==> src/rtl/eerd_pkg.sv <==
package eerd_pkg;

  localparam logic [3:0] DEV_TYPE = 4'b1010;

  typedef enum logic [3:0] {
    ST_IDLE, ST_DEV, ST_DEVACK, ST_HI, ST_HIACK, ST_LO, ST_LOACK,
    ST_HOLD, ST_TX, ST_TXACK, ST_TXNEXT
  } ctlState_e;

  // Strobes and drive levels from control to datapath
  typedef struct packed {
    logic bitClr;
    logic hiLoad;
    logic addrLoad;
    logic addrInc;
    logic txLoad;
    logic txShift;
    logic ackOn;
    logic dataOn;
  } ctlStb_t;

  // Bus events and receive state from datapath to control
  typedef struct packed {
    logic       busStart;
    logic       busStop;
    logic       sclRise;
    logic       sclFall;
    logic       sdaBit;
    logic [3:0] bitCnt;
    logic [7:0] rxByte;
  } busStat_t;

endpackage

==> src/rtl/eerd_datapath.sv <==
module eerd_datapath
  import eerd_pkg::*;
#(
  parameter int ADDR_W = 14   // 9..16
) (
  input  logic              clk,
  input  logic              rstN,
  input  logic              sclIn,
  input  logic              sdaIn,
  input  logic [7:0]        memRdData,
  input  ctlStb_t           stb,
  output busStat_t          stat,
  output logic              sdaOe,
  output logic [ADDR_W-1:0] memAddr
);
  localparam int HI_W = ADDR_W - 8;

  logic [1:0]        sclSync, sdaSync;
  logic              sclLast, sdaLast;
  logic              sclNow, sdaNow;
  logic [3:0]        bitCnt;
  logic [7:0]        rxReg, rxFull, txReg;
  logic [HI_W-1:0]   hiReg;
  logic [ADDR_W-1:0] addrCnt;

  assign sclNow = sclSync[1];
  assign sdaNow = sdaSync[1];
  assign rxFull = {rxReg[6:0], sdaNow};

  always_ff @(posedge clk) begin
    if (!rstN) begin
      sclSync <= 2'b11;
      sdaSync <= 2'b11;
      sclLast <= 1'b1;
      sdaLast <= 1'b1;
    end else begin
      sclSync <= {sclSync[0], sclIn};
      sdaSync <= {sdaSync[0], sdaIn};
      sclLast <= sclNow;
      sdaLast <= sdaNow;
    end
  end

  always_comb begin
    stat.sclRise  = sclNow & ~sclLast;
    stat.sclFall  = ~sclNow & sclLast;
    stat.busStart = sclNow & sclLast & sdaLast & ~sdaNow;
    stat.busStop  = sclNow & sclLast & ~sdaLast & sdaNow;
    stat.sdaBit   = sdaNow;
    stat.bitCnt   = bitCnt;
    stat.rxByte   = rxFull;
  end

  always_ff @(posedge clk) begin
    if (!rstN) begin
      bitCnt  <= '0;
      rxReg   <= '0;
      txReg   <= '1;
      hiReg   <= '0;
      addrCnt <= '0;
    end else begin
      if (stat.busStart || stat.busStop || stb.bitClr) bitCnt <= '0;
      else if (stat.sclRise)                           bitCnt <= bitCnt + 4'd1;

      if (stat.sclRise) rxReg <= rxFull;

      if (stb.txLoad)       txReg <= memRdData;
      else if (stb.txShift) txReg <= {txReg[6:0], 1'b1};

      if (stb.hiLoad) hiReg <= rxFull[HI_W-1:0];

      if (stb.addrLoad)     addrCnt <= {hiReg, rxFull};
      else if (stb.addrInc) addrCnt <= addrCnt + {{(ADDR_W-1){1'b0}}, 1'b1};
    end
  end

  assign sdaOe   = stb.ackOn | (stb.dataOn & ~txReg[7]);
  assign memAddr = addrCnt;

endmodule

==> src/rtl/eerd_control.sv <==
module eerd_control
  import eerd_pkg::*;
(
  input  logic       clk,
  input  logic       rstN,
  input  logic [2:0] chipSel,
  input  busStat_t   stat,
  output ctlStb_t    stb
);
  ctlState_e state, stateNx;
  logic ackQ, ackNx, dataQ, dataNx, readQ, readNx;
  logic selMatch, byteIn;

  assign selMatch = (stat.rxByte[7:4] == DEV_TYPE) && (stat.rxByte[3:1] == chipSel);
  assign byteIn   = stat.sclRise && (stat.bitCnt == 4'd7);

  always_comb begin
    stateNx = state;
    ackNx   = ackQ;
    dataNx  = dataQ;
    readNx  = readQ;
    stb     = '0;
    if (stat.busStart || stat.busStop) begin
      stateNx    = stat.busStart ? ST_DEV : ST_IDLE;
      stb.bitClr = 1'b1;
      ackNx      = 1'b0;
      dataNx     = 1'b0;
    end else begin
      unique case (state)
        ST_DEV:
          if (byteIn) begin
            stateNx = selMatch ? ST_DEVACK : ST_IDLE;
            readNx  = stat.rxByte[0];
          end
        ST_DEVACK, ST_HIACK, ST_LOACK:
          if (stat.sclFall) begin
            if (!ackQ) ackNx = 1'b1;
            else begin
              ackNx      = 1'b0;
              stb.bitClr = 1'b1;
              if (state == ST_HIACK)      stateNx = ST_LO;
              else if (state == ST_LOACK) stateNx = ST_HOLD;
              else if (readQ) begin
                stateNx    = ST_TX;
                stb.txLoad = 1'b1;
                dataNx     = 1'b1;
              end else stateNx = ST_HI;
            end
          end
        ST_HI:
          if (byteIn) begin
            stb.hiLoad = 1'b1;
            stateNx    = ST_HIACK;
          end
        ST_LO:
          if (byteIn) begin
            stb.addrLoad = 1'b1;
            stateNx      = ST_LOACK;
          end
        ST_TX:
          if (stat.sclFall) begin
            if (stat.bitCnt == 4'd8) begin
              dataNx      = 1'b0;
              stb.addrInc = 1'b1;
              stateNx     = ST_TXACK;
            end else if (stat.bitCnt != 4'd0) stb.txShift = 1'b1;
          end
        ST_TXACK:
          if (stat.sclRise) stateNx = stat.sdaBit ? ST_IDLE : ST_TXNEXT;
        ST_TXNEXT:
          if (stat.sclFall) begin
            stb.txLoad = 1'b1;
            stb.bitClr = 1'b1;
            dataNx     = 1'b1;
            stateNx    = ST_TX;
          end
        default: ;
      endcase
    end
    stb.ackOn  = ackQ;
    stb.dataOn = dataQ;
  end

  always_ff @(posedge clk) begin
    if (!rstN) begin
      state <= ST_IDLE;
      ackQ  <= 1'b0;
      dataQ <= 1'b0;
      readQ <= 1'b0;
    end else begin
      state <= stateNx;
      ackQ  <= ackNx;
      dataQ <= dataNx;
      readQ <= readNx;
    end
  end

endmodule

==> src/rtl/eerd_top.sv <==
module eerd_top
  import eerd_pkg::*;
#(
  parameter int ADDR_W = 14
) (
  input  logic              clk,
  input  logic              rstN,
  input  logic              sclIn,
  input  logic              sdaIn,
  input  logic              wpIn,
  input  logic [2:0]        chipSel,
  input  logic [7:0]        memRdData,
  output logic              sdaOe,
  output logic [ADDR_W-1:0] memAddr
);
  ctlStb_t  ctlStb;
  busStat_t busStat;
  logic     wpUnused;

  // Reads behave the same at either write-control level
  assign wpUnused = wpIn;

  eerd_control u_ctl (
    .clk     (clk),
    .rstN    (rstN),
    .chipSel (chipSel),
    .stat    (busStat),
    .stb     (ctlStb)
  );

  eerd_datapath #(.ADDR_W(ADDR_W)) u_dp (
    .clk       (clk),
    .rstN      (rstN),
    .sclIn     (sclIn),
    .sdaIn     (sdaIn),
    .memRdData (memRdData),
    .stb       (ctlStb),
    .stat      (busStat),
    .sdaOe     (sdaOe),
    .memAddr   (memAddr)
  );

endmodule

==> config.mk <==
export PLATFORM = sky130hd
export DESIGN_NAME = eerd_top
export DESIGN_NICKNAME = d
export VERILOG_FILES = /design/src/rtl/eerd_pkg.sv /design/src/rtl/eerd_datapath.sv /design/src/rtl/eerd_control.sv /design/src/rtl/eerd_top.sv
export SDC_FILE = /design/constraint.sdc
export NUM_CORES = 1
export LEC_CHECK = 0
export ABC_AREA = 1
export BUFFER_PORTS_ARGS = -buffer_cell sky130_fd_sc_hd__buf_2
export CAP_MARGIN = 10
export CORE_UTILIZATION = 25
export DETAILED_ROUTE_END_ITERATION = 16
export SETUP_SLACK_MARGIN = 0.3
export SYNTH_ARGS = -nofsm -noshare
export SYNTH_HDL_FRONTEND = slang
export SYNTH_SLANG_ARGS = --single-unit
==> constraint.sdc <==
create_clock -name clk -period 2.67 [get_ports clk]
set_input_delay 0.534 -clock clk [delete_from_list [all_inputs] [get_ports clk]]
set_output_delay 0.534 -clock clk [all_outputs]
set_load 0.05 [all_outputs]
# Word-level counts from Yosys, hierarchy flattened

Cells that the tools add are included.

Register bits after elaboration: 52
Word-level logic and storage cells: 130

Add/sub/neg operators: 2
Equal/unequal tests: 30
Muxes and demuxes: 53
Bitwise logic cells: 16
Reduce and logical (&&, ||, !) cells: 16

Operators by type and width:

| kind                    | number |
|---|---|
| $mux W4                 | 14 |
| $mux W1                 | 29 |
| $mux W14                | 2 |
| $pmux W4 S7             | 1 |
| $eq A4 B4 Y1 const B    | 5 |
| $ne A3 B1 Y1 const B    | 6 |
| $eq A4 B3 Y1 const B    | 4 |
| $mux W8                 | 2 |
| $add A14 B1 Y14 const B | 1 |
| $ne A2 B2 Y1 const B    | 5 |
| $reduce_and A10 Y1      | 1 |
| $ne A3 B2 Y1 const B    | 3 |
| $reduce_and A9 Y1       | 1 |
| $and A1 B1 Y1           | 8 |
| $eq A4 B2 Y1 const B    | 2 |
| $reduce_bool A8 Y1      | 1 |
| $not A1 Y1              | 7 |
| $ne A2 B1 Y1 const B    | 3 |
| $mux W5                 | 1 |
| $add A4 B1 Y4 const B   | 1 |
| $eq A4 B1 Y1 const B    | 1 |
| $pmux W1 S2             | 2 |
| $reduce_bool A2 Y1      | 2 |
| $reduce_bool A4 Y1      | 1 |
| other kinds (11)        | 14 |

# Depth between registers and ports, before layout

Gate-level depths: netlist of run 1.

Depth after elaboration: 9
Mapped depth: 13
Gate-level depth less buffers: 12

# Hierarchy

From an unflattened synthesis of run 1, not the netlist that was laid out.

Cell total of the unflattened synthesis: 406
Area, all modules: 2817.7 µm²

Modules (own cells, without submodules):

| module        | instances | cells each | area an instance (µm²) |
|---|---|---|---|
| eerd_datapath | 1         | 272        | 2008.2 |
| eerd_control  | 1         | 134        | 809.5 |

# Worst setup path after synthesis of run 1

Ideal clock, no wire load.

Path kind: reg2out
Start point: register u_ctl.dataQ
End point: output sdaOe
Data arrival time: 1.423 ns
Data required time: 2.136 ns
Setup slack: 0.713 ns
Cell stages (with the launch flop): 3
Path buffers: 0
Cells stage by stage: dfxtp_1 > inv_1 > o21ai_0

Longest elaborated chain between the ends: 2

Ends and longest elaborated chain:

| element                  | RTL line            | text |
|---|---|---|
| start: declaration       | eerd_control.sv:11  | `logic ackQ, ackNx, dataQ, dataNx, readQ, readNx;` |
| start signal: assignment | eerd_control.sv:93  | `dataQ <= dataNx;` |
| $and A1 B1 Y1            | eerd_datapath.sv:77 | `assign sdaOe = stb.ackOn \| (stb.dataOn & ~txReg[7]);` |
| $or A1 B1 Y1             | eerd_datapath.sv:77 |  |
| end: declaration         | eerd_top.sv:13      | `output logic sdaOe,` |

No other way between the ends.

# Final worst setup path of run 1

Start point: register u_dp.sclSync[1]
End point: register u_dp.addrCnt[5] (netlist: u_dp.memAddr[5])

Longest elaborated chain between the ends: 6
Elaborated cells on any way between the ends: 17
Those cells by class: mux (6); bitwise (8); reduce/logical (3)

Ends and longest elaborated chain:

| element                                               | RTL line                               | text |
|---|---|---|
| start: declaration                                    | eerd_datapath.sv:18                    | `logic [1:0] sclSync, sdaSync;` |
| start signal: assignment                              | eerd_datapath.sv:37                    | `sclSync <= {sclSync[0], sclIn};` |
| $and A1 B1 Y1, or another cell as far along           | eerd_datapath.sv:45                    | `stat.sclRise = sclNow & ~sclLast;` |
| $logic_and A1 B1 Y1, or another cell as far along     | eerd_control.sv:15                     | `assign byteIn = stat.sclRise && (stat.bitCnt == 4'd7);` |
| $mux W1, or another cell as far along                 | eerd_control.sv:56                     | `if (byteIn) begin` |
| $mux W1 / $logic_or A1 B1 Y1 (equally long branches)  | eerd_control.sv:29, eerd_control.sv:23 |  |
| $mux W5 *                                             | eerd_control.sv:23                     | `if (stat.busStart \|\| stat.busStop) begin` |
| $mux W14 / $reduce_bool A2 Y1 (equally long branches) | n/a                                    |  |
| end signal: assignment                                | eerd_datapath.sv:72                    | `if (stb.addrLoad) addrCnt <= {hiReg, rxFull};` |
| end signal: assignment                                | eerd_datapath.sv:73                    | `else if (stb.addrInc) addrCnt <= addrCnt + {{(ADDR_W-1){1'b0}}, 1'b1};` |
| end: declaration                                      | eerd_datapath.sv:24                    | `logic [ADDR_W-1:0] addrCnt;` |

Every way passes the cells marked *; elsewhere a longest branch is shown, timed or not.
A chain may end at the register's enable or synchronous reset.

==> out/qor.yml, run 1 <==
outcome:
  outcome: "complete, no violations"
routing:
  wire_per_inst_um: 10.9
  via_count: 2666
  drc: 0
  firstDrtPassIters: 4
  wl_um: 6500
  ant_nets: 0
  drtIter0Drc: 128
  via_per_inst: 4.49
pwr:
  p_switching_w: 0.000454
  power.density_mw_per_mm2: 506
  clkPwrFrac_pct: 33.2
  internal_power_w: 0.00116
  sw_frac_of_total_pct: 28.1
  share_comb_of_total_power_pct: 16.0
  vdd_drop_max_v: 0.000221
  p_seq_share_pct: 50.8
  power_leakage_nw: 1.54
sta:
  setup_viol: 0
  layout_min_cycle_time_ns: 1.92
  max_slew_margin_pct: 61.3
  tns_ns: 0
  maxSlewViolCount: 0
  skew_ns: 0.00991
  hold_viol: 0
  fin_crit_sh_pct: 72.1
  worstMarginPinSlew_ns: 0.579
  rsz0062_at_grt: "false"
  fmax_ghz: 0.520
grt:
  grt_pass1_wl_um: 11100
  track_usage_pct: 11.9
  antenna_found_initial: 0
  grt_max_degree: 34
  grt_remaining_overflow: 0
  grt_pass1_vias: 2452
yosys:
  ys_types: 33
  synthCells: 425
  ys_ff_latch: 52
  synth_edf_count: 0
  synth_nets: 444
  yosys.area.top_type: "dfxtp_1"
  ys_seq_area_share_pct: 37.0
  yosysWarnings: 0
  synth_ff_type: "dfxtp_1"
  syn_area_mm2: 0.00281
  syn_avg_cell_area_um2: 6.62
  synth_top_area_share_pct: 37.0
  async_reset_ff_share_pct: 0
  synth.area.top_cells: "dfxtp_1 (37%), nand2_1 (13%), nor2_1 (8.0%)"
floorplan:
  core_area_mm2: 0.0109
  rows: 38
  die_height_um: 108
  die_width_um: 108
  start_util_pct: 25.8
  dieArea_mm2: 0.0117
  num_io_pins: 31
placement:
  dpl.cell_count: 586
  port_buffers: 29
  gp_congestion: 0.901
  place_area_mm2: 0.00309
  hpwlAfterDp_um: 4890
setup_path:
  critical_path.max_fanout: 17
  slowest_delay_ns: 0.35
  crit_buf_inv: 4
  cp_slowest_cell: "dfxtp_1"
  cp-end-kind: "flop"
  crit_family: "simple AND/OR/NAND/NOR gates"
  crit_chain: "inv_2, nor2_4, nand3_2, nor2_4, inv_2, nand2_2, inv_2, nand2_1, o211ai_1, nand2_1, inv_1"
  required_ns: 2.89
  cpMostUsedCell: "inv_2"
  crit_type: "flop to flop"
  crit_arrival_ns: 2.14
  cp-start-kind: "flop"
clock_tree:
  htree_levels: 2
  cts_buffer_depth: 2
  cts_tree: "yes"
  ctsHoldBuffers: 0
  ctsResizeCount: 0
  insertion_delay_ns: 0.31
  numCtsBuffers: 5
  clock-sinks: 52
  cts_root_buffer: "clkbuf_8"
  cts_setup_buffers: 0
  cts.clk_slew.worst_paths_ns: 0.10
final_layout:
  finalNonFillerCells: 594
  finalNetCount: 472
  utilization_pct: 29.4
  fillers: 1199
  final_area_mm2: 0.00320
  final_common_cell: "nand2_1"
  drive_gt1_share_pct: 15.9
  final_cell_mix: "nand2_1 (98), nor2_1 (60), dfxtp_1 (52)"
  synthToLayoutAreaGrowth_pct: 13.8
  num_antenna_cells: 0
flow_run:
  drv_cap: 0
hold_path:
  holdCritPathClass: "primary input to flop"
-- synth_stat cells, types with 4 or more instances --
cell type and number:
nor2_2 5, inv_2 8, inv_1 51, o21ai_1 8, dfxtp_1 52, o21ai_0 28
nand3_1 29, xor2_1 8, nand2_2 6, a21oi_1 22, nor3_1 7, nor2_1 60
nand2_1 98, clkbuf_1 5, or2_2 4, xnor2_1 4, nand4_1 4
-- stage by stage --
stage / total power, W / setup WS [ns] / hold slack [ns]
floorplan: 0.00105 / 0.713 / 0.393
global placement: 0.00110 / 0.734 / 0.397
detailed placement: 0.00110 / 0.722 / 0.400
CTS: 0.00165 / 0.725 / 0.399
global route: 0.00173 / 0.500 / 0.407
finish: 0.00162 / 0.746 / 0.411
-- final timing paths --
kind                                   start                           end  slack, ns  depth (start not counted)
hold / removal                         sclIn    u_dp.sclSync[0]$_SDFF_PN1_       0.41                          2
setup / recovery  u_dp.sclSync[1]$_SDFF_PN1_  u_dp.memAddr[5]$_SDFFE_PN0P_       0.75                         11
hold reg to reg   u_dp.sdaSync[0]$_SDFF_PN1_    u_dp.sdaSync[1]$_SDFF_PN1_       0.42                          1
setup reg to reg  u_dp.sclSync[1]$_SDFF_PN1_  u_dp.memAddr[5]$_SDFFE_PN0P_       0.75                         11
-- routing by layer --
layer	routed length, um	GRT usage [%]	vias to the layer above
met5	0	0	-
met2	2930	19.3	50
met3	279	2.29	7
li1	-	-	1396
met4	76	3.52	0
met1	3210	15.9	1213
-- registers in the layout, indices dropped and copies added (netlist names) --
| signal | count |
|---|---|
| u_ctl.ackQ | 1 |
| u_dp.sclSync | 2 |
| u_ctl.readQ | 1 |
| u_dp.memAddr | 14 |
| u_dp.sdaSync | 2 |
| u_dp.rxReg | 7 |
| u_dp.bitCnt | 4 |
| u_dp.sclLast | 1 |
| u_ctl.state | 4 |
| u_dp.hiReg | 6 |
| u_dp.txReg | 8 |
| u_dp.sdaLast | 1 |
| u_ctl.dataQ | 1 |
-- cell families after synthesis --
| logic type | after synthesis | synth area share, % |
|---|---|---|
| AO/OA/AOI/OAI | 63 | 11.7 |
| XOR/XNOR | 12 | 3.74 |
| adder cells (fa/ha/maj) | 3 | 1.34 |
| buffers and inverters | 69 | 9.97 |
| flip-flops | 52 | 37.0 |
| AND/OR/NAND/NOR | 226 | 36.2 |
-- power by group through the flow --
| stage | clock network [W] | logic (W) | registers, W |
|---|---|---|---|
| 2_1_floorplan | 0 | 0.000229 | 0.000826 |
| 5_1_grt | 0.000598 | 0.000301 | 0.000829 |
| 4_1_cts | 0.000563 | 0.000260 | 0.000823 |
| 3_3_place_gp | 0 | 0.000257 | 0.000840 |
| 6_report | 0.000537 | 0.000259 | 0.000823 |
| 3_5_place_dp | 0 | 0.000259 | 0.000841 |
-- layout make-up --
cell class              instances  area (um2)  share of cell area (%)
repair buffers                 31         160                    5.01
clock buffers                   5        68.8                    2.15
clock inverters                 3        42.5                    1.33
multi-input cells             304        1490                    46.6
well taps                     140         175                    5.48
flip-flops and latches         52        1040                    32.5
inverters                      59         221                    6.92
(Power assumes the default switching activity.)
==> run 2: changes to the inputs <==
--- a/config.mk
+++ b/config.mk
@@ -5,7 +5,7 @@
 export SDC_FILE = /design/constraint.sdc
 export NUM_CORES = 1
 export LEC_CHECK = 0
-export ABC_AREA = 1
+export ABC_AREA = 0
 export BUFFER_PORTS_ARGS = -buffer_cell sky130_fd_sc_hd__buf_2
 export CAP_MARGIN = 10
 export CORE_UTILIZATION = 25
==> constraint.sdc (replaced) <==
create_clock -name clk -period 2 [get_ports clk]
set_input_delay 0.4 -clock clk [delete_from_list [all_inputs] [get_ports clk]]
set_output_delay 0.4 -clock clk [all_outputs]
set_load 0.05 [all_outputs]
==> run 2 against run 1 <==
  * Wire length shrank 0.14%
  * Synthesized cell count fell by 28%
  * Via count fell by 13%
  * Power up 8.2%
  * Sequential share of layout area increased by 0.11 points
  * Flip-flop and latch count is the same
  * Die area down 8.2%
  * Critical path type unchanged
==> out/qor.yml, run 2 <==
grt:
  track_usage_pct: 12.3  # was 11.9%
  grt_pass1_vias: 2249  # was 2452
  grt_max_degree: 25  # was 34
  grt_remaining_overflow: 0  # unchanged
  antenna_found_initial: 0  # unchanged
  grt_pass1_wl_um: 10800  # was 11100 um
sta:
  hold_ws_ns: 0.270  # was 0.411 ns
  setup_viol: 0  # unchanged
  layout_min_cycle_time_ns: 1.69  # was 1.92 ns
  hold_viol: 0  # unchanged
  max_slew_margin_pct: 75.6  # was 61.3%
  maxSlewViolCount: 0  # unchanged
  fmax_ghz: 0.591  # was 0.520 GHz
  skew_ns: 0.0221  # was 0.00991 ns
  tns_ns: 0  # unchanged
  fin_crit_sh_pct: 84.5  # was 72.1%
  rsz0062_at_grt: "true"  # was false
  worstMarginPinSlew_ns: 0.365  # was 0.579 ns
routing:
  drtIter0Drc: 106  # was 128
  ant_nets: 0  # unchanged
  firstDrtPassIters: 4  # unchanged
  wire_per_inst_um: 13.4  # was 10.9 um
  via_per_inst: 4.83  # was 4.49
  wl_um: 6490  # was 6500 um
  drc: 0  # unchanged
  via_count: 2332  # was 2666
placement:
  dpl.cell_count: 467  # was 586
  port_buffers: 29  # unchanged
  hpwlAfterDp_um: 4420  # was 4890 um
  place_area_mm2: 0.00294  # was 0.00309 mm2
  gp_congestion: 0.877  # was 0.901
flow_run:
  drv_cap: 0  # unchanged
floorplan:
  die_width_um: 104  # was 108 um
  die_height_um: 104  # was 108 um
  core_area_mm2: 0.00986  # was 0.0109 mm2
  num_io_pins: 31  # unchanged
  dieArea_mm2: 0.0107  # was 0.0117 mm2
  start_util_pct: 26.1  # was 25.8%
  rows: 36  # was 38
pwr:
  p_switching_w: 0.000430  # was 0.000454 W
  clkPwrFrac_pct: 35.9  # was 33.2%
  share_comb_of_total_power_pct: 4.4  # was 16.0%
  power.density_mw_per_mm2: 539  # was 506 mW/mm2
  p_seq_share_pct: 59.7  # was 50.8%
  internal_power_w: 0.00132  # was 0.00116 W
  vdd_drop_max_v: 0.000276  # was 0.000221 V
  power_leakage_nw: 1.18  # was 1.54 nW
  sw_frac_of_total_pct: 24.5  # was 28.1%
hold_path:
  holdCritPathClass: "primary input to flop"  # unchanged
yosys:
  syn_avg_cell_area_um2: 8.42  # was 6.62 um2
  yosys.cell_count.top_type: "dfxtp_1"  # was nand2_1
  synthSimpleGateAreaFrac_pct: 25.6  # was 36.2%
  synth_ff_type: "dfxtp_1"  # unchanged
  synth_top_family_by_area: "simple AND/OR/NAND/NOR gates"  # unchanged
  synth-adder-area-share_pct: 1.46  # was 1.34%
  ys_seq_area_share_pct: 40.4  # was 37.0%
  yosysWarnings: 0  # unchanged
  synth_nets: 325  # was 444
  synth_xor_area_share_pct: 3.74  # about the same
  async_reset_ff_share_pct: 0  # unchanged
  ys_ff_latch: 52  # unchanged
  synthCells: 306  # was 425
  synth_edf_count: 0  # unchanged
  yosys.area.top_type: "dfxtp_1"  # unchanged
  synth_top_area_share_pct: 40.4  # was 37.0%
  synth-compound-area-share_pct: 15.0  # was 11.7%
  ys_types: 49  # was 33
  syn_area_mm2: 0.00258  # was 0.00281 mm2
  synth.area.top_cells: "dfxtp_1 (40%), mux2i_1 (6.2%), nand2_1 (6.0%)"  # was dfxtp_1 (37%), nand2_1 (13%), nor2_1 (8.0%)
  synth_mux_area_share_pct: 9.28  # was 0%
  synth_common_cells: "dfxtp_1 (52), nand2_1 (41), nor2_1 (29)"  # was nand2_1 (98), nor2_1 (60), dfxtp_1 (52)
outcome:
  outcome: "complete, no violations"  # unchanged
setup_path:
  critical_path.max_fanout: 3  # was 17
  cp-end-kind: "flop"  # unchanged
  crit_arrival_ns: 1.95  # was 2.14 ns
  crit_type: "flop to flop"  # unchanged
  required_ns: 2.26  # was 2.89 ns
  cp-start-kind: "flop"  # unchanged
clock_tree:
  clock-sinks: 52  # unchanged
  cts_buffer_depth: 2  # unchanged
  ctsHoldBuffers: 0  # unchanged
  numCtsBuffers: 5  # unchanged
  htree_levels: 2  # unchanged
  insertion_delay_ns: 0.32  # was 0.31 ns
  cts_tree: "yes"  # unchanged
  cts.clk_slew.worst_paths_ns: 0.11  # was 0.10 ns
  cts_root_buffer: "clkbuf_8"  # unchanged
final_layout:
  final_area_mm2: 0.00325  # was 0.00320 mm2
  num_antenna_cells: 0  # unchanged
  largest_reg_flops: 14  # unchanged
  finalNetCount: 368  # was 472
  drive_gt1_share_pct: 29.7  # was 15.9%
  final_cell_mix: "nand2_1 (41), dfxtp_1 (40), buf_2 (29)"  # was nand2_1 (98), nor2_1 (60), dfxtp_1 (52)
  finalNonFillerCells: 483  # was 594
  final_common_cell: "nand2_1"  # unchanged
  synthToLayoutAreaGrowth_pct: 26.1  # was 13.8%
[run 2: changes by cell type after synthesis, moves of 8 or more]
cell,change
nand2_1,-57
inv_1,-42
nor2_1,-31
nand3_1,-18
o21ai_0,-17
mux2i_1,+16
nand2b_1,+12
inv_2,-8
o21ai_1,-8
[run 2: repair_timing]
item                       CTS  global route
pin swaps                    5            22
resized for setup           13            31
cloned                       1             0
setup buffers                6             1
setup endpoints to repair   28            29
[run 2: final timing paths]
kind                               start                            to  slack [ns]  depth (start not counted)
max          u_ctl.state[0]$_SDFFE_PN0P_  u_dp.memAddr[6]$_SDFFE_PN0P_        0.31                          4
min                                sclIn    u_dp.sclSync[0]$_SDFF_PN1_        0.27                          2
max reg2reg  u_ctl.state[0]$_SDFFE_PN0P_  u_dp.memAddr[6]$_SDFFE_PN0P_        0.31                          4
min reg2reg   u_dp.sdaSync[0]$_SDFF_PN1_    u_dp.sdaSync[1]$_SDFF_PN1_        0.40                          1
[run 2: final cells by class]
cell class,count,area [um2]
Inverter,9,33.8
Tap cell,133,166
Clock buffer,5,68.8
Timing Repair Buffer,53,344
Sequential cell,52,1060
Fill cell,1046,6620
Multi-Input combinational cell,228,1550
Clock inverter,3,21.3
[run 2: worst max-delay path, cell delays in order, from the launching register on]
cell     delay, ns
dfxtp_4       0.37
nor4b_4       0.32
nand4_1       0.28
or4_1         0.49
a31oi_1       0.16
[run 2: through the flow]
stage	setup slack (ns)	power [W]	utilization, %
2_1_floorplan	0.316	0.00111	-
3_3_place_gp	0.139	0.00114	29.8
3_5_place_dp	0.116	0.00114	29.8
4_1_cts	0.297	0.00177	31.6
5_1_grt	0.252	0.00183	32.9
6_report	0.309	0.00175	32.9
[run 2: logic make-up after synthesis]
group                      Yosys count
and+or+nand+nor                    131
AOI/OAI and AO/OA                   60
DFF                                 52
buffers and inverters               26
muxes                               23
xor gates and xnor gates            11
adders and majority gates            3
[run 2: metal layers]
metal  share of wire [%]  up-vias  GRT usage, %
li1                    -     1172             -
met5                   0        -             0
met2                  47       58          19.8
met1                  47     1094          16.4
met4                0.92        0          3.42
met3                 4.6        8          2.89
[run 2: power groups by stage]
| stage | Sequential (W) | Clock, W | Combinational (W) |
|---|---|---|---|
| final | 0.00104 | 0.000629 | 0.0000772 |
| after global routing | 0.00105 | 0.000700 | 0.0000849 |
| after CTS | 0.00105 | 0.000649 | 0.0000751 |
| after detailed placement | 0.00107 | 0 | 0.0000725 |
| after global placement | 0.00107 | 0 | 0.0000731 |
| after floorplan | 0.00107 | 0 | 0.0000414 |
==> run 3: changes to the inputs <==
==> constraint.sdc (replaced) <==
create_clock -name clk -period 1.62 [get_ports clk]
set_input_delay 0.324 -clock clk [delete_from_list [all_inputs] [get_ports clk]]
set_output_delay 0.324 -clock clk [all_outputs]
set_load 0.05 [all_outputs]
==> run 3 against run 2 <==
  * The flow now finishes with violations (negative setup slack)
  * Critical path depth is 2 higher
  * Cell area is 17% higher
  * Final cell count is 6.6% higher
  * Global-route usage is 1.2 points higher
  * Combinational power is 72% higher
  * Power is 24% higher
  * Non-clock buffer count is 32 higher
  * Highest routed layer unchanged
  * Via count is 6.3% higher
  * Clock-buffer cell count stayed put
  * Setup slack worse by 0.41 ns
  * Clock skew is 0.014 ns lower
  * Utilization is 5.8 points higher
==> out/qor.yml, run 3 (synthesis results as in run 2) <==
floorplan:
  rows: 36  # unchanged
  die_width_um: 104  # unchanged
  start_util_pct: 26.1  # unchanged
  dieArea_mm2: 0.0107  # unchanged
  num_io_pins: 31  # unchanged
  die_height_um: 104  # unchanged
  core_area_mm2: 0.00986  # unchanged
clock_tree:
  cts_tree: "yes"  # unchanged
  cts_buffer_depth: 2  # unchanged
  cts.clk_slew.worst_paths_ns: 0.10  # was 0.11 ns
  insertion_delay_ns: 0.31  # was 0.32 ns
  htree_levels: 2  # unchanged
  clock-sinks: 52  # unchanged
  ctsHoldBuffers: 0  # unchanged
  cts_root_buffer: "clkbuf_8"  # unchanged
  numCtsBuffers: 5  # unchanged
outcome:
  outcome: "finished, violations left"  # was complete, no violations
  violations: "negative setup slack"
final_layout:
  fillers: 996  # was 1046
  drive_gt1_share_pct: 43.7  # was 29.7%
  final_common_cell: "buf_4"  # was nand2_1
  num_antenna_cells: 0  # unchanged
  largest_reg_flops: 14  # unchanged
  finalNetCount: 400  # was 368
  final_cell_mix: "buf_4 (46), nand2_1 (39), dfxtp_1 (32)"  # was nand2_1 (41), dfxtp_1 (40), buf_2 (29)
  synthToLayoutAreaGrowth_pct: 48.2  # was 26.1%
routing:
  wl_um: 7200  # was 6490 um
  drtIter0Drc: 89  # was 106
  firstDrtPassIters: 5  # was 4
  via_per_inst: 4.81  # was 4.83
  via_count: 2478  # was 2332
  drc: 0  # unchanged
  ant_nets: 0  # unchanged
  wire_per_inst_um: 14.0  # was 13.4 um
setup_path:
  required_ns: 1.82  # was 2.26 ns
  crit_type: "flop to flop"  # unchanged
  crit_chain: "ha_4, nand3b_1, or4_4, buf_8, mux2i_2, nor2_1"  # was nor4b_4, nand4_1, or4_1, a31oi_1
  crit_family: "simple AND/OR/NAND/NOR gates"  # unchanged
  crit_arrival_ns: 1.92  # was 1.95 ns
  slowest_delay_ns: 0.55  # was 0.49 ns
  critical_path.max_fanout: 6  # was 3
  cp_slowest_cell: "or4_4"  # was or4_1
  cp-end-kind: "flop"  # unchanged
  cp-start-kind: "flop"  # unchanged
  crit_buf_inv: 1  # was 0
pwr:
  clkPwrFrac_pct: 34.8  # was 35.9%
  sw_frac_of_total_pct: 24.4  # was 24.5%
  power.density_mw_per_mm2: 568  # was 539 mW/mm2
  p_seq_share_pct: 59.1  # was 59.7%
  power_leakage_nw: 1.46  # was 1.18 nW
  vdd_drop_max_v: 0.000359  # was 0.000276 V
  total_power_w: 0.00217  # was 0.00175 W
  share_comb_of_total_power_pct: 6.1  # was 4.4%
  internal_power_w: 0.00164  # was 0.00132 W
  p_switching_w: 0.000528  # was 0.000430 W
grt:
  grt_pass1_wl_um: 12000  # was 10800 um
  grt_pass1_vias: 2460  # was 2249
  grt_max_degree: 25  # unchanged
  antenna_found_initial: 0  # unchanged
  track_usage_pct: 13.5  # was 12.3%
  grt_remaining_overflow: 0  # unchanged
sta:
  hold_ws_ns: 0.192  # was 0.270 ns
  setup_viol: 24  # was 0
  layout_min_cycle_time_ns: 1.72  # was 1.69 ns
  rsz0062_at_grt: "true"  # unchanged
  maxSlewViolCount: 0  # unchanged
  layout_setup_ws_ns: -0.104  # was 0.309 ns
  skew_ns: 0.00787  # was 0.0221 ns
  hold_viol: 0  # unchanged
  tns_ns: -1.17  # was 0 ns
  fmax_ghz: 0.580  # was 0.591 GHz
  max_slew_margin_pct: 75.7  # was 75.6%
  worstMarginPinSlew_ns: 0.363  # was 0.365 ns
  fin_crit_sh_pct: 106  # was 84.5%
hold_path:
  holdCritPathClass: "primary input to flop"  # unchanged
placement:
  hpwlAfterDp_um: 4790  # was 4420 um
  gp_congestion: 0.857  # was 0.877
  port_buffers: 29  # unchanged
flow_run:
  drv_cap: 0  # unchanged
run 3: changes by cell type in the layout (fill, tap and decap cells not counted), moves of 5 or more:
cell	before	now
buf_2	29	17
buf_4	19	46
buf_6	5	15
clkbuf_4	0	5
dfxtp_1	40	32
dfxtp_4	2	8
mux2_2	7	0
mux2_4	0	7
o21ai_0	5	0
run 3: worst paths after layout:
check,slack [ns],depth (start not counted),to,from
worst max-delay path,-0.10,6,u_dp.hiReg[0]$_SDFFE_PN0P_,u_dp.bitCnt[0]$_SDFFE_PP0N_
worst min-delay path,0.19,2,u_dp.sclSync[0]$_SDFF_PN1_,sclIn
worst max register to register,-0.10,6,u_dp.hiReg[0]$_SDFFE_PN0P_,u_dp.bitCnt[0]$_SDFFE_PP0N_
worst min register to register,0.42,1,u_dp.sclSync[1]$_SDFF_PN1_,u_dp.sclSync[0]$_SDFF_PN1_
run 3: final cells by class:
cell class,instances,area (um2),area share [%]
timing repair buffer,85,672,17.6
multi-input combinational,228,1770,46.4
clock inverter,3,18.8,0.492
inverter,9,33.8,0.885
tap,133,166,4.36
clock buffer,5,68.8,1.80
sequential,52,1090,28.4
run 3: repair_timing:
action / 4_1_cts / 5_1_grt
gates cloned: 1 / 0
buffers inserted: 9 / 4
setup endpoints to repair: 44 / 54
gates resized for setup: 56 / 43
pin swaps: 15 / 13
run 3: layer usage:
metal	wire [um]	vias up	global-route usage, %
met1	3190	1173	17.3
met3	296	4	2.33
met2	3680	60	24.0
met5	0	-	0
li1	-	1241	-
met4	35	0	2.28
run 3: per-stage QoR:
step	instance area [um2]	setup WS, ns	util, %	instances
after floorplan	2730	0.0249	-	306
after global placement	3260	-0.0528	33.0	493
after detailed placement	3260	-0.0908	33.0	493
after CTS	3630	-0.0843	36.8	511
after global routing	3820	-0.185	38.7	515
final	3820	-0.104	38.7	515
run 3: power by group through the flow:
stage / sequential [W] / combinational, W / clock (W)
5_1_grt: 0.00128 / 0.000145 / 0.000832
3_3_place_gp: 0.00132 / 0.000108 / 0
6_report: 0.00128 / 0.000133 / 0.000756
3_5_place_dp: 0.00132 / 0.000110 / 0
4_1_cts: 0.00128 / 0.000123 / 0.000786
2_1_floorplan: 0.00132 / 0.0000547 / 0
